$ cat config.mk
export PLATFORM = sky130hd
export DESIGN_NAME = vec_norm
export DESIGN_NICKNAME = d
export VERILOG_FILES = /design/src/rtl/vec_norm.sv
export SDC_FILE = /design/constraint.sdc
export NUM_CORES = 1
export LEC_CHECK = 0
export BUFFER_PORTS_ARGS = -buffer_cell sky130_fd_sc_hd__buf_2
export CORE_MARGIN = 2
export CORE_UTILIZATION = 55
export DETAILED_ROUTE_END_ITERATION = 10
export PLACE_DENSITY = 0.89
export SLEW_MARGIN = 0
export SYNTH_ARGS = -nofsm -noshare
export SYNTH_HDL_FRONTEND = slang
export SYNTH_SLANG_ARGS = --single-unit
$ cat constraint.sdc
create_clock -name clk -period 3.8 [get_ports clk]
set_input_delay 0.38 -clock clk [delete_from_list [all_inputs] [get_ports clk]]
set_output_delay 0.38 -clock clk [all_outputs]
set_load 0.05 [all_outputs]
$ cat src/rtl/vec_norm.sv
module vec_norm #(
  parameter int W  = 12,
  parameter int EW = 4
) (
  input  logic          clk,
  input  logic          rst_n,
  input  logic          start,
  input  logic [W-1:0]  dx,
  input  logic [W-1:0]  dy,
  input  logic [EW-1:0] xscale,
  output logic          busy,
  output logic          done,
  output logic [W-1:0]  mag_x,
  output logic [W-1:0]  mag_y,
  output logic          neg_x,
  output logic          neg_y,
  output logic [EW-1:0] texp
);
  localparam int TOP = W - 2;
  localparam logic [EW-1:0] INIT_E = EW'(W - 1);
  localparam logic [W-1:0] MOST_NEG = {1'b1, {(W-1){1'b0}}};
  localparam logic [W-1:0] MOST_POS = {1'b0, {(W-1){1'b1}}};

  logic [W-1:0]  mx, my;
  logic [EW-1:0] e, sc;
  logic          sx, sy;

  function automatic logic [W-1:0] absval(input logic [W-1:0] v);
    if (v == MOST_NEG) return MOST_POS;
    return v[W-1] ? (~v + 1'b1) : v;
  endfunction

  wire nonzero   = |(mx | my);
  wire can_shift = busy && nonzero && !mx[TOP] && !my[TOP];

  always_ff @(posedge clk or negedge rst_n) begin
    if (!rst_n) begin
      busy <= 1'b0;
      done <= 1'b0;
      mx   <= '0;
      my   <= '0;
      sx   <= 1'b0;
      sy   <= 1'b0;
      e    <= INIT_E;
      sc   <= '0;
    end else begin
      done <= 1'b0;
      if (!busy) begin
        if (start) begin
          busy <= 1'b1;
          mx   <= absval(dx);
          my   <= absval(dy);
          sx   <= dx[W-1];
          sy   <= dy[W-1];
          e    <= INIT_E;
          sc   <= xscale;
        end
      end else if (can_shift) begin
        mx <= mx << 1;
        my <= my << 1;
        e  <= e - 1'b1;
      end else begin
        busy <= 1'b0;
        done <= 1'b1;
      end
    end
  end

  assign mag_x = mx;
  assign mag_y = my;
  assign neg_x = sx;
  assign neg_y = sy;
  assign texp  = (e > sc) ? (e - sc) : '0;


  no_overflow_chk: assert property (@(posedge clk) disable iff (!rst_n)
    !mag_x[W-1] && !mag_y[W-1]);


  stop_point_chk: assert property (@(posedge clk) disable iff (!rst_n)
    done |-> (!nonzero || mx[TOP] || my[TOP]));


  ratio_step_chk: assert property (@(posedge clk) disable iff (!rst_n)
    (busy && $past(busy) && e != $past(e)) |->
      (mx == ($past(mx) << 1) && my == ($past(my) << 1) && e == $past(e) - 1'b1));


  done_pulse_chk: assert property (@(posedge clk) disable iff (!rst_n)
    done |=> !done);


  busy_hold_chk: assert property (@(posedge clk) disable iff (!rst_n)
    (busy && start) |=> (sx == $past(sx) && sc == $past(sc)));
endmodule

==> results.toml, run 1 <==
[synthesis]
synth_top_area_cell = "dfrtp_1"
synth_top_family_by_area = "compound AO/OA/AOI/OAI gates"
ys.flop_type = "dfrtp_1"
synth_edf_count = 0
synthAdderAreaFrac_pct = 4.45
synth_area_leaders = "dfrtp_1, nand2_1, ha_1"
yosys.area_share.simple_pct = 21.4
syn_area_um2 = 2420
synth_seq_cells = 36
synthArstFlopShare_pct = 100
synthMuxAreaShare_pct = 4.45
synth_fp_nets = 309
ys_seq_area_share_pct = 37.4
synthXorXnorAreaFrac_pct = 5.79
synthCells = 270
ys_warn_count = 0
avgSynthCellArea_um2 = 8.96
yosysUniqueCellTypes = 56
synth_top_area_share_pct = 34.1
synth_compound_area_share_pct = 21.8

[sta]
hold_ws_ps = 171
worstMarginPinSlew_ps = 780
setup_viol = 0
finalHoldViolations = 0
rsz0062_at_grt = "no"
fin_setup_tns_ps = 0
fmax_ghz = 0.359
finClkSkew_ps = 9.87
relSlewSlack_pct = 48.0
min_period_over_period_pct = 73.4
fin_crit_ps = 2790
report.final.slew_viol_count = 0

[power]
p_int_mw = 1.11
pwr-share-clk_pct = 10.1
pwr-share-seq_pct = 28.7
p_sw_share_pct = 56.3
vdd_drop_max_mv = 0.576
power_density_nw_per_um2 = 897
power.switching_mw = 1.44
p_leak_nw = 1.29
power_frac_comb_pct = 61.2

[critical_path]
critPathMaxStageDelay_ps = 550
worstReg2RegEnd = "mag_y[5]$_DFFE_PN0P_"
worst_setup_path_end_kind = "output pin"
worstPathCellList = "inv_1 > ha_1 > fa_1 > nor2b_1 > o21a_1 > o21ai_0 > nor3_1 > buf_2"
cpLargestDelayFamily = "adder cells"
worst-r2r-setup-slack_ps = 1330
worst-setup-path-type = "flip-flop to output pin"
rr_startpoint = "mag_y[10]$_DFFE_PN0P_"
crit_required_ps = 3420
worst-path-buf-inv = 2
worstSetupPathDepth = 8
arrival_ps = 2410
crit_path_start_kind = "flip-flop"
cp-endpoint = "texp[2]"
startpoint = "e[0]$_DFFE_PN1P_"
critical_path.max_fanout = 4
crit_slowest_cell = "dfstp_2"
rr_worst_depth = 6

[clock_tree]
cts_resized = 0
clk_latency_ps = 290
clk_path_buf_depth = 2
post-cts-setup-buffers = 0
clkTransAtPathRegs_ps = 70
cts_made_buffers = 5
clock-sinks = 36
root_buffer = "clkbuf_8"
hold_buffers = 0
cts_max_level = 2
cts_tree = "built"

[drt]
ant_nets = 0
drt_iter0_markers = 226
dr.pass1.iters = 6
vias = 2351
vias_per_cell = 6.17
finalWirelength_um = 6230
drc_errors = 0
wire_per_inst_um = 16.3

[grt]
grt_pass1_vias = 2319
grt_remaining_overflow = 0
grt_pass1_wl_um = 10500
grt_max_degree = 37
antenna_found_initial = 0
gr-usage-all-layers_pct = 26.3

[flow_run]
maxCapViolations = 0

[finish]
regArea_um2 = 905
multi_input_area_um2 = 1400
fin_area_um2 = 2840
antenna_cells = 0
drive_gt1_share_pct = 28.3
fin_util_pct = 66.2
area_growth_pct = 17.4
n_fill_cell = 345
finalNetCount = 368

[die]
start_util_pct = 56.4
rows = 24
io_pins = 63
die_h_um = 70.3
die_w_um = 70.3
core_um2 = 4290
die_area_um2 = 4950

[outcome]
status = "finished clean"

[place]
gp_congestion = 0.934
place_area_um2 = 2760
io_buffers = 62
dpl.hpwl_um = 4580

[hold_path]
hold_path_class = "primary input to asynchronous set/reset pin"
## layout make-up
class                           instances  share of cell area (%)
Timing Repair Buffer                   66                    12.0
Clock inverter                          1                   0.176
Tap cell                               52                    2.29
Sequential cell                        36                    31.8
Inverter                               14                    1.85
Clock buffer                            6                    2.55
Multi-Input combinational cell        206                    49.3
## worst min-delay path by stage
stage                 startpoint  slack, ps  cells after the start                     to
2_1_floorplan              rst_n         80                      0         busy$_DFF_PN0_
3_3_place_gp   neg_y$_DFFE_PN0P_        450                      2      neg_y$_DFFE_PN0P_
3_5_place_dp   neg_y$_DFFE_PN0P_        460                      2      neg_y$_DFFE_PN0P_
4_1_cts                    rst_n        190                      1   mag_y[8]$_DFFE_PN0P_
5_1_grt                    rst_n        230                      1   mag_y[8]$_DFFE_PN0P_
6_report                   rst_n        170                      1  mag_y[10]$_DFFE_PN0P_
## power groups by stage
stage / Clock [mW] / Combinational, mW / Sequential (mW)
final: 0.256 / 1.56 / 0.732
after global routing: 0.277 / 1.67 / 0.752
after CTS: 0.259 / 1.56 / 0.727
after detailed placement: 0 / 1.55 / 0.732
after global placement: 0 / 1.52 / 0.727
after floorplan: 0 / 0.712 / 1.17
## routing by layer
layer  wire [um]  global-route usage (%)  part of all wire, %
met1        2680                    34.1                   43
met2        2900                    42.7                   47
met3         484                    6.93                  7.8
met4         163                    8.55                  2.6
met5           0                       0                    0
## cells in the final DEF, fill, tap and decap left out, types with 6 or more instances in the layout
master and instances:
o21ai_0 16, xnor2_1 9, nor2_1 16, xor2_1 7, a21oi_1 13, o41ai_1 6
nand2_1 26, buf_2 62, inv_1 14, nor3_1 11, nand3_1 9, dfrtp_1 33
ha_1 7, mux2_2 6
## metrics by stage
step / total power, mW / setup WS (ps) / instances
finish: 2.55 / 1010 / 381
CTS: 2.54 / 1000 / 381
global placement: 2.25 / 1390 / 374
global route: 2.70 / 781 / 381
floorplan: 1.88 / 773 / 270
detailed placement: 2.28 / 1330 / 374
## worst register-to-register path, cell delays in order (launching register included)
cell and delay, ps:
dfrtp_1 430, nor2_2 380, nand2_1 130, a21oi_1 510, buf_4 270, mux2_2 350
a221o_1 290
## synthesized netlist by cell type, types with 2 or more instances
cell type   n
or2_2       2
nor2_2      2
nand3_1     9
dfstp_2     3
inv_1      14
nor4_1      4
buf_1       2
dfrtp_1    33
mux2i_1     4
nand2_1    26
o21a_1      4
xor2_1      7
a21boi_0    2
a221o_1     4
a31oi_1     5
o211ai_1    4
xnor2_1     9
a211o_1     3
nor3_1     11
nand2b_1    3
o21ai_0    16
nor2b_1     3
or4_1       3
o22ai_1     3
nor2_1     16
mux2_2      6
or3_1       5
ha_1        7
o41ai_1     6
a221oi_1    2
o31ai_1     2
a311oi_1    2
a21oi_1    13
a21o_1      4
clkbuf_1   10
## registers in the layout, indices dropped and copies added, names as in the netlist
signal / flops
mag_x: 12
mag_y: 12
e: 4
sc: 4
busy: 1
done: 1
neg_x: 1
neg_y: 1
## logic make-up (layout without fill, tap and decap cells)
group / Yosys count / after routing
flops: 36 / 36
fa+ha+maj: 8 / 8
xor+xnor: 16 / 16
simple gates: 95 / 95
buf+inv: 28 / 87
mux: 10 / 10
compound gates: 77 / 77
No activity file was read; power rests on OpenSTA's default activity.
==> inputs of run 2 (changes only) <==
--- a/config.mk
+++ b/config.mk
@@ -7,9 +7,9 @@
 export LEC_CHECK = 0
 export BUFFER_PORTS_ARGS = -buffer_cell sky130_fd_sc_hd__buf_2
 export CORE_MARGIN = 2
-export CORE_UTILIZATION = 55
+export CORE_UTILIZATION = 53
 export DETAILED_ROUTE_END_ITERATION = 10
-export PLACE_DENSITY = 0.89
+export PLACE_DENSITY = 0.86
 export SLEW_MARGIN = 0
 export SYNTH_ARGS = -nofsm -noshare
 export SYNTH_HDL_FRONTEND = slang
==> constraint.sdc (replaced) <==
create_clock -name clk -period 2.83 [get_ports clk]
set_input_delay 0.283 -clock clk [delete_from_list [all_inputs] [get_ports clk]]
set_output_delay 0.283 -clock clk [all_outputs]
set_load 0.05 [all_outputs]
==> run 2 against run 1 <==
  * Non-clock buffer count is 1 higher
  * Flip-flop and latch count stayed put
  * Register-to-register slack worse by 720 ps
  * Die area is 3.6% higher
  * Clock power is 54% higher
  * Sequential power is 34% higher
  * Global-route usage is 1.7 points lower
  * Clock skew is 5.6 ps lower
  * Worst setup slack worse by 830 ps
  * Largest power group unchanged
==> results.toml, run 2 (synthesized netlist as in run 1, its figures left out) <==
[outcome]
status = "finished clean"

[finish]
fin_area_um2 = 2880
mostFrequentLayoutCells = "buf_2, dfrtp_1, nand2_1"
layout_commonest_cell = "buf_2"
antenna_cells = 0
finalNetCount = 369
drive_gt1_share_pct = 29.4
area_growth_pct = 18.9

[sta]
finalHoldViolations = 0
setup_viol = 0
fin_crit_ps = 2650
fin_ws_ps = 184
fmax_ghz = 0.378
min_period_over_period_pct = 93.5
relSlewSlack_pct = 28.3
finClkSkew_ps = 4.28
rsz0062_at_grt = "no"
report.final.slew_viol_count = 0
worstMarginPinSlew_ps = 1070
fin_setup_tns_ps = 0

[flow_run]
maxCapViolations = 0

[drt]
dr.pass1.iters = 4
finalWirelength_um = 6110
vias_per_cell = 6.12
drc_errors = 0
drt_iter0_markers = 159
vias = 2338
wire_per_inst_um = 16.0
ant_nets = 0

[place]
gp_congestion = 0.858
dpl.hpwl_um = 4570
io_buffers = 62
place_area_um2 = 2780
dpl_worst_slack_ps = 420

[grt]
antenna_found_initial = 0
grt_remaining_overflow = 0
grt_pass1_vias = 2131
gr-usage-all-layers_pct = 24.6
grt_max_degree = 37
grt_pass1_wl_um = 10100

[clock_tree]
cts_made_buffers = 5
hold_buffers = 0
clk_latency_ps = 290
root_buffer = "clkbuf_8"
cts_max_level = 2
clkTransAtPathRegs_ps = 60
clock-sinks = 36
clk_path_buf_depth = 2
cts_tree = "built"

[critical_path]
crit_required_ps = 2550
arrival_ps = 2360
worst_setup_path_end_kind = "output pin"
critical_path.max_fanout = 4
worst-setup-path-type = "flip-flop to output pin"
crit_path_start_kind = "flip-flop"

[die]
core_um2 = 4380
rows = 24
start_util_pct = 55.2
die_h_um = 71.6
die_w_um = 71.6
io_pins = 63
die_area_um2 = 5120

[power]
power_mw = 3.48
p_leak_nw = 1.30
vdd_drop_max_mv = 0.785
power_density_nw_per_um2 = 1210

[hold_path]
hold_path_class = "primary input to asynchronous set/reset pin"
-- run 2: cell type report --
cell class                      count  area (um^2)
Inverter                           14         52.6
Multi-Input combinational cell    206         1410
Tap cell                           52         65.1
Sequential cell                    36          905
Fill cell                         360         1510
Timing Repair Buffer               67          350
Clock buffer                        7         96.3
-- run 2: layer usage --
| layer | vias to the layer above | routed length, um | GRT usage, % |
|---|---|---|---|
| met4 | 0 | 115 | 8.81 |
| met5 | - | 0 | 0 |
| met1 | 1121 | 2620 | 34.2 |
| li1 | 1119 | - | - |
| met3 | 13 | 430 | 5.91 |
| met2 | 85 | 2940 | 37.8 |
-- run 2: through the flow --
| stage | std cells | util (%) | hold WS, ps |
|---|---|---|---|
| detailed placement | 375 | 63.3 | 413 |
| finish | 382 | 65.6 | 77.8 |
| floorplan | 270 | - | -12.6 |
| global placement | 375 | 63.3 | 403 |
| CTS | 382 | 65.5 | 102 |
| global route | 382 | 65.6 | 151 |
-- run 2: path summary, 6_finish.rpt --
| check | startpoint | end | slack (ps) | depth (start not counted) |
|---|---|---|---|---|
| min | rst_n | sc[2]$_DFFE_PN0P_ | 80 | 1 |
| min in group clk | xscale[0] | sc[0]$_DFFE_PN0P_ | 180 | 3 |
| min reg2reg | neg_y$_DFFE_PN0P_ | neg_y$_DFFE_PN0P_ | 480 | 2 |
| max reg2reg | mag_x[5]$_DFFE_PN0P_ | mag_x[7]$_DFFE_PN0P_ | 610 | 5 |
| max | e[0]$_DFFE_PN1P_ | texp[2] | 180 | 8 |
| max in group asynchronous | rst_n | mag_x[7]$_DFFE_PN0P_ | 2260 | 1 |
-- run 2: where the power goes --
| part | total, mW | switching [mW] | internal (mW) |
|---|---|---|---|
| combinational | 2.10 | 1.49 | 0.605 |
| sequential | 0.982 | 0.239 | 0.742 |
| clock | 0.395 | 0.178 | 0.217 |
| total | 3.48 | 1.91 | 1.56 |
-- run 2: timing repair --
action	in CTS	in global routing
resized for setup	0	2
setup endpoints to repair	0	1
setup buffers	0	0
-- run 2: worst max-delay path, cell delays in order (launching register included) --
cell,delay [ps]
dfstp_2,540
inv_1,60
ha_1,220
fa_1,400
nor2b_2,160
o21a_1,120
o21ai_0,150
nor3_2,180
clkbuf_4,240
==> inputs of run 3 (changes only) <==
--- a/config.mk
+++ b/config.mk
@@ -7,9 +7,9 @@
 export LEC_CHECK = 0
 export BUFFER_PORTS_ARGS = -buffer_cell sky130_fd_sc_hd__buf_2
 export CORE_MARGIN = 2
-export CORE_UTILIZATION = 53
+export CORE_UTILIZATION = 45
 export DETAILED_ROUTE_END_ITERATION = 10
-export PLACE_DENSITY = 0.86
+export PLACE_DENSITY = 0.76
 export SLEW_MARGIN = 0
 export SYNTH_ARGS = -nofsm -noshare
 export SYNTH_HDL_FRONTEND = slang
==> run 3 against run 2 <==
  * First-iteration DRC count is 13% lower
  * Routed wire length up 0.95%
  * Fmax decreased by 0.50%
  * Die area increased by 17%
  * Hold slack worse by 0.59 ps
  * Critical path type unchanged
==> results.toml, run 3 (synthesized netlist as in run 1, its figures left out) <==
[drt]
vias = 2266
drc_errors = 0
vias_per_cell = 5.65
drt_iter0_markers = 138
wire_per_inst_um = 15.4
finalWirelength_um = 6170
dr.pass1.iters = 4
ant_nets = 0

[power]
pwr-share-seq_pct = 28.2
power_density_nw_per_um2 = 1210
power.switching_mw = 1.91
vdd_drop_max_mv = 0.713
p_leak_nw = 1.31
power_frac_comb_pct = 59.0
p_sw_share_pct = 54.4
p_int_mw = 1.61
pwr-share-clk_pct = 12.8

[die]
core_um2 = 5140
rows = 26
io_pins = 63
die_area_um2 = 5980
start_util_pct = 47.1
die_w_um = 77.3
die_h_um = 77.3

[critical_path]
cpLargestDelayFamily = "adder cells"
worstPathCellList = "inv_1 > ha_1 > fa_1 > nor2b_1 > o21a_1 > o21ai_0 > nor3_2 > buf_4"
worst_setup_path_end_kind = "output pin"
crit_path_start_kind = "flip-flop"
crit_required_ps = 2550
crit_slowest_cell = "dfstp_2"
worst-setup-path-type = "flip-flop to output pin"
critPathMaxStageDelay_ps = 550
arrival_ps = 2380
worst-path-buf-inv = 2
critical_path.max_fanout = 4

[clock_tree]
clock-sinks = 36
root_buffer = "clkbuf_8"
cts_tree = "built"
clk_latency_ps = 290
clk_path_buf_depth = 2
cts_max_level = 2
cts_made_buffers = 5
clkTransAtPathRegs_ps = 80
hold_buffers = 0

[finish]
fin_area_um2 = 2910
mostFrequentLayoutCells = "buf_2, dfrtp_1, nand2_1"
drive_gt1_share_pct = 29.0
multi_input_area_um2 = 1410
layout_commonest_cell = "buf_2"
area_growth_pct = 20.2
n_fill_cell = 494
regArea_um2 = 905
antenna_cells = 0
finalNetCount = 369

[sta]
rsz0062_at_grt = "no"
min_period_over_period_pct = 94.0
fmax_ghz = 0.376
report.final.slew_viol_count = 0
setup_viol = 0
finalHoldViolations = 0
fin_crit_ps = 2660
fin_ws_ps = 171
worstMarginPinSlew_ps = 815
fin_setup_tns_ps = 0
relSlewSlack_pct = 45.7
finClkSkew_ps = 10.3

[place]
io_buffers = 62
dpl_worst_slack_ps = 429
gp_congestion = 0.825
place_area_um2 = 2800
dpl.hpwl_um = 4630

[grt]
antenna_found_initial = 0
gr-usage-all-layers_pct = 21.3
grt_max_degree = 37
grt_remaining_overflow = 0
grt_pass1_wl_um = 10300
grt_pass1_vias = 2170

[flow_run]
maxCapViolations = 0

[outcome]
status = "finished clean"

[hold_path]
hold_path_class = "primary input to asynchronous set/reset pin"
==> run 3: cell count changes in the layout (fill, tap and decap cells not counted), sizes merged <==
cell and delta:
bufinv +1, buf +1, clkbuf -2, clkinv +1
==> run 3: worst paths after layout <==
kind                                            from                    end  slack, ps  cells after the start
worst max-delay path                e[0]$_DFFE_PN1P_                texp[2]        170                      8
min in group clk                           xscale[0]      sc[0]$_DFFE_PN0P_        190                      3
worst max register to register  mag_x[1]$_DFFE_PN0P_   mag_y[5]$_DFFE_PN0P_        690                      6
worst min-delay path                           rst_n   mag_y[6]$_DFFE_PN0P_         80                      1
max in group asynchronous                      rst_n  mag_y[11]$_DFFE_PN0P_       2230                      1
worst min register to register     sc[0]$_DFFE_PN0P_      sc[0]$_DFFE_PN0P_        480                      2
==> run 3: what timing repair did <==
item,4_1_cts,5_1_grt
setup buffers,0,0
endpoints found under the setup margin,0,1
resized for setup,0,2
==> run 3: area by class of cell <==
class / instances / share of cell area [%]
Clock buffer: 6 / 2.49
Clock inverter: 2 / 1.20
Inverter: 14 / 1.81
Multi-Input combinational cell: 206 / 48.3
Sequential cell: 36 / 31.1
Tap cell: 70 / 3.01
Timing Repair Buffer: 67 / 12.0
==> run 3: stage by stage <==
| stage | power [mW] | hold slack [ps] | cells | utilization, % |
|---|---|---|---|---|
| 2_1_floorplan | 2.54 | -12.6 | 270 | - |
| 3_3_place_gp | 3.04 | 413 | 393 | 54.5 |
| 3_5_place_dp | 3.06 | 435 | 393 | 54.5 |
| 4_1_cts | 3.53 | 107 | 401 | 56.5 |
| 5_1_grt | 3.73 | 142 | 401 | 56.6 |
| 6_report | 3.52 | 77.2 | 401 | 56.6 |
==> run 3: metal layers <==
layer / vias to the layer above / GRT usage, % / wire length [um]
met2: 65 / 34.6 / 2940
li1: 1116 / - / -
met1: 1074 / 28.6 / 2770
met4: 0 / 6.43 / 104
met5: - / 0 / 0
met3: 11 / 4.65 / 353
==> run 3: power by group through the flow <==
stage | Clock [mW] | Sequential [mW] | Combinational, mW
6_report | 0.451 | 0.994 | 2.08
5_1_grt | 0.479 | 1.04 | 2.21
4_1_cts | 0.459 | 0.994 | 2.07
3_5_place_dp | 0 | 1.00 | 2.06
3_3_place_gp | 0 | 0.993 | 2.04
2_1_floorplan | 0 | 1.57 | 0.963
==> run 3: worst reg2reg max path: cells and delay by family (launching register included) <==
kind / cells / cell delay (ps)
DFF: 1 / 430
AOI/OAI and AO/OA: 2 / 390
buffers and inverters: 1 / 210
and+or+nand+nor: 3 / 1030
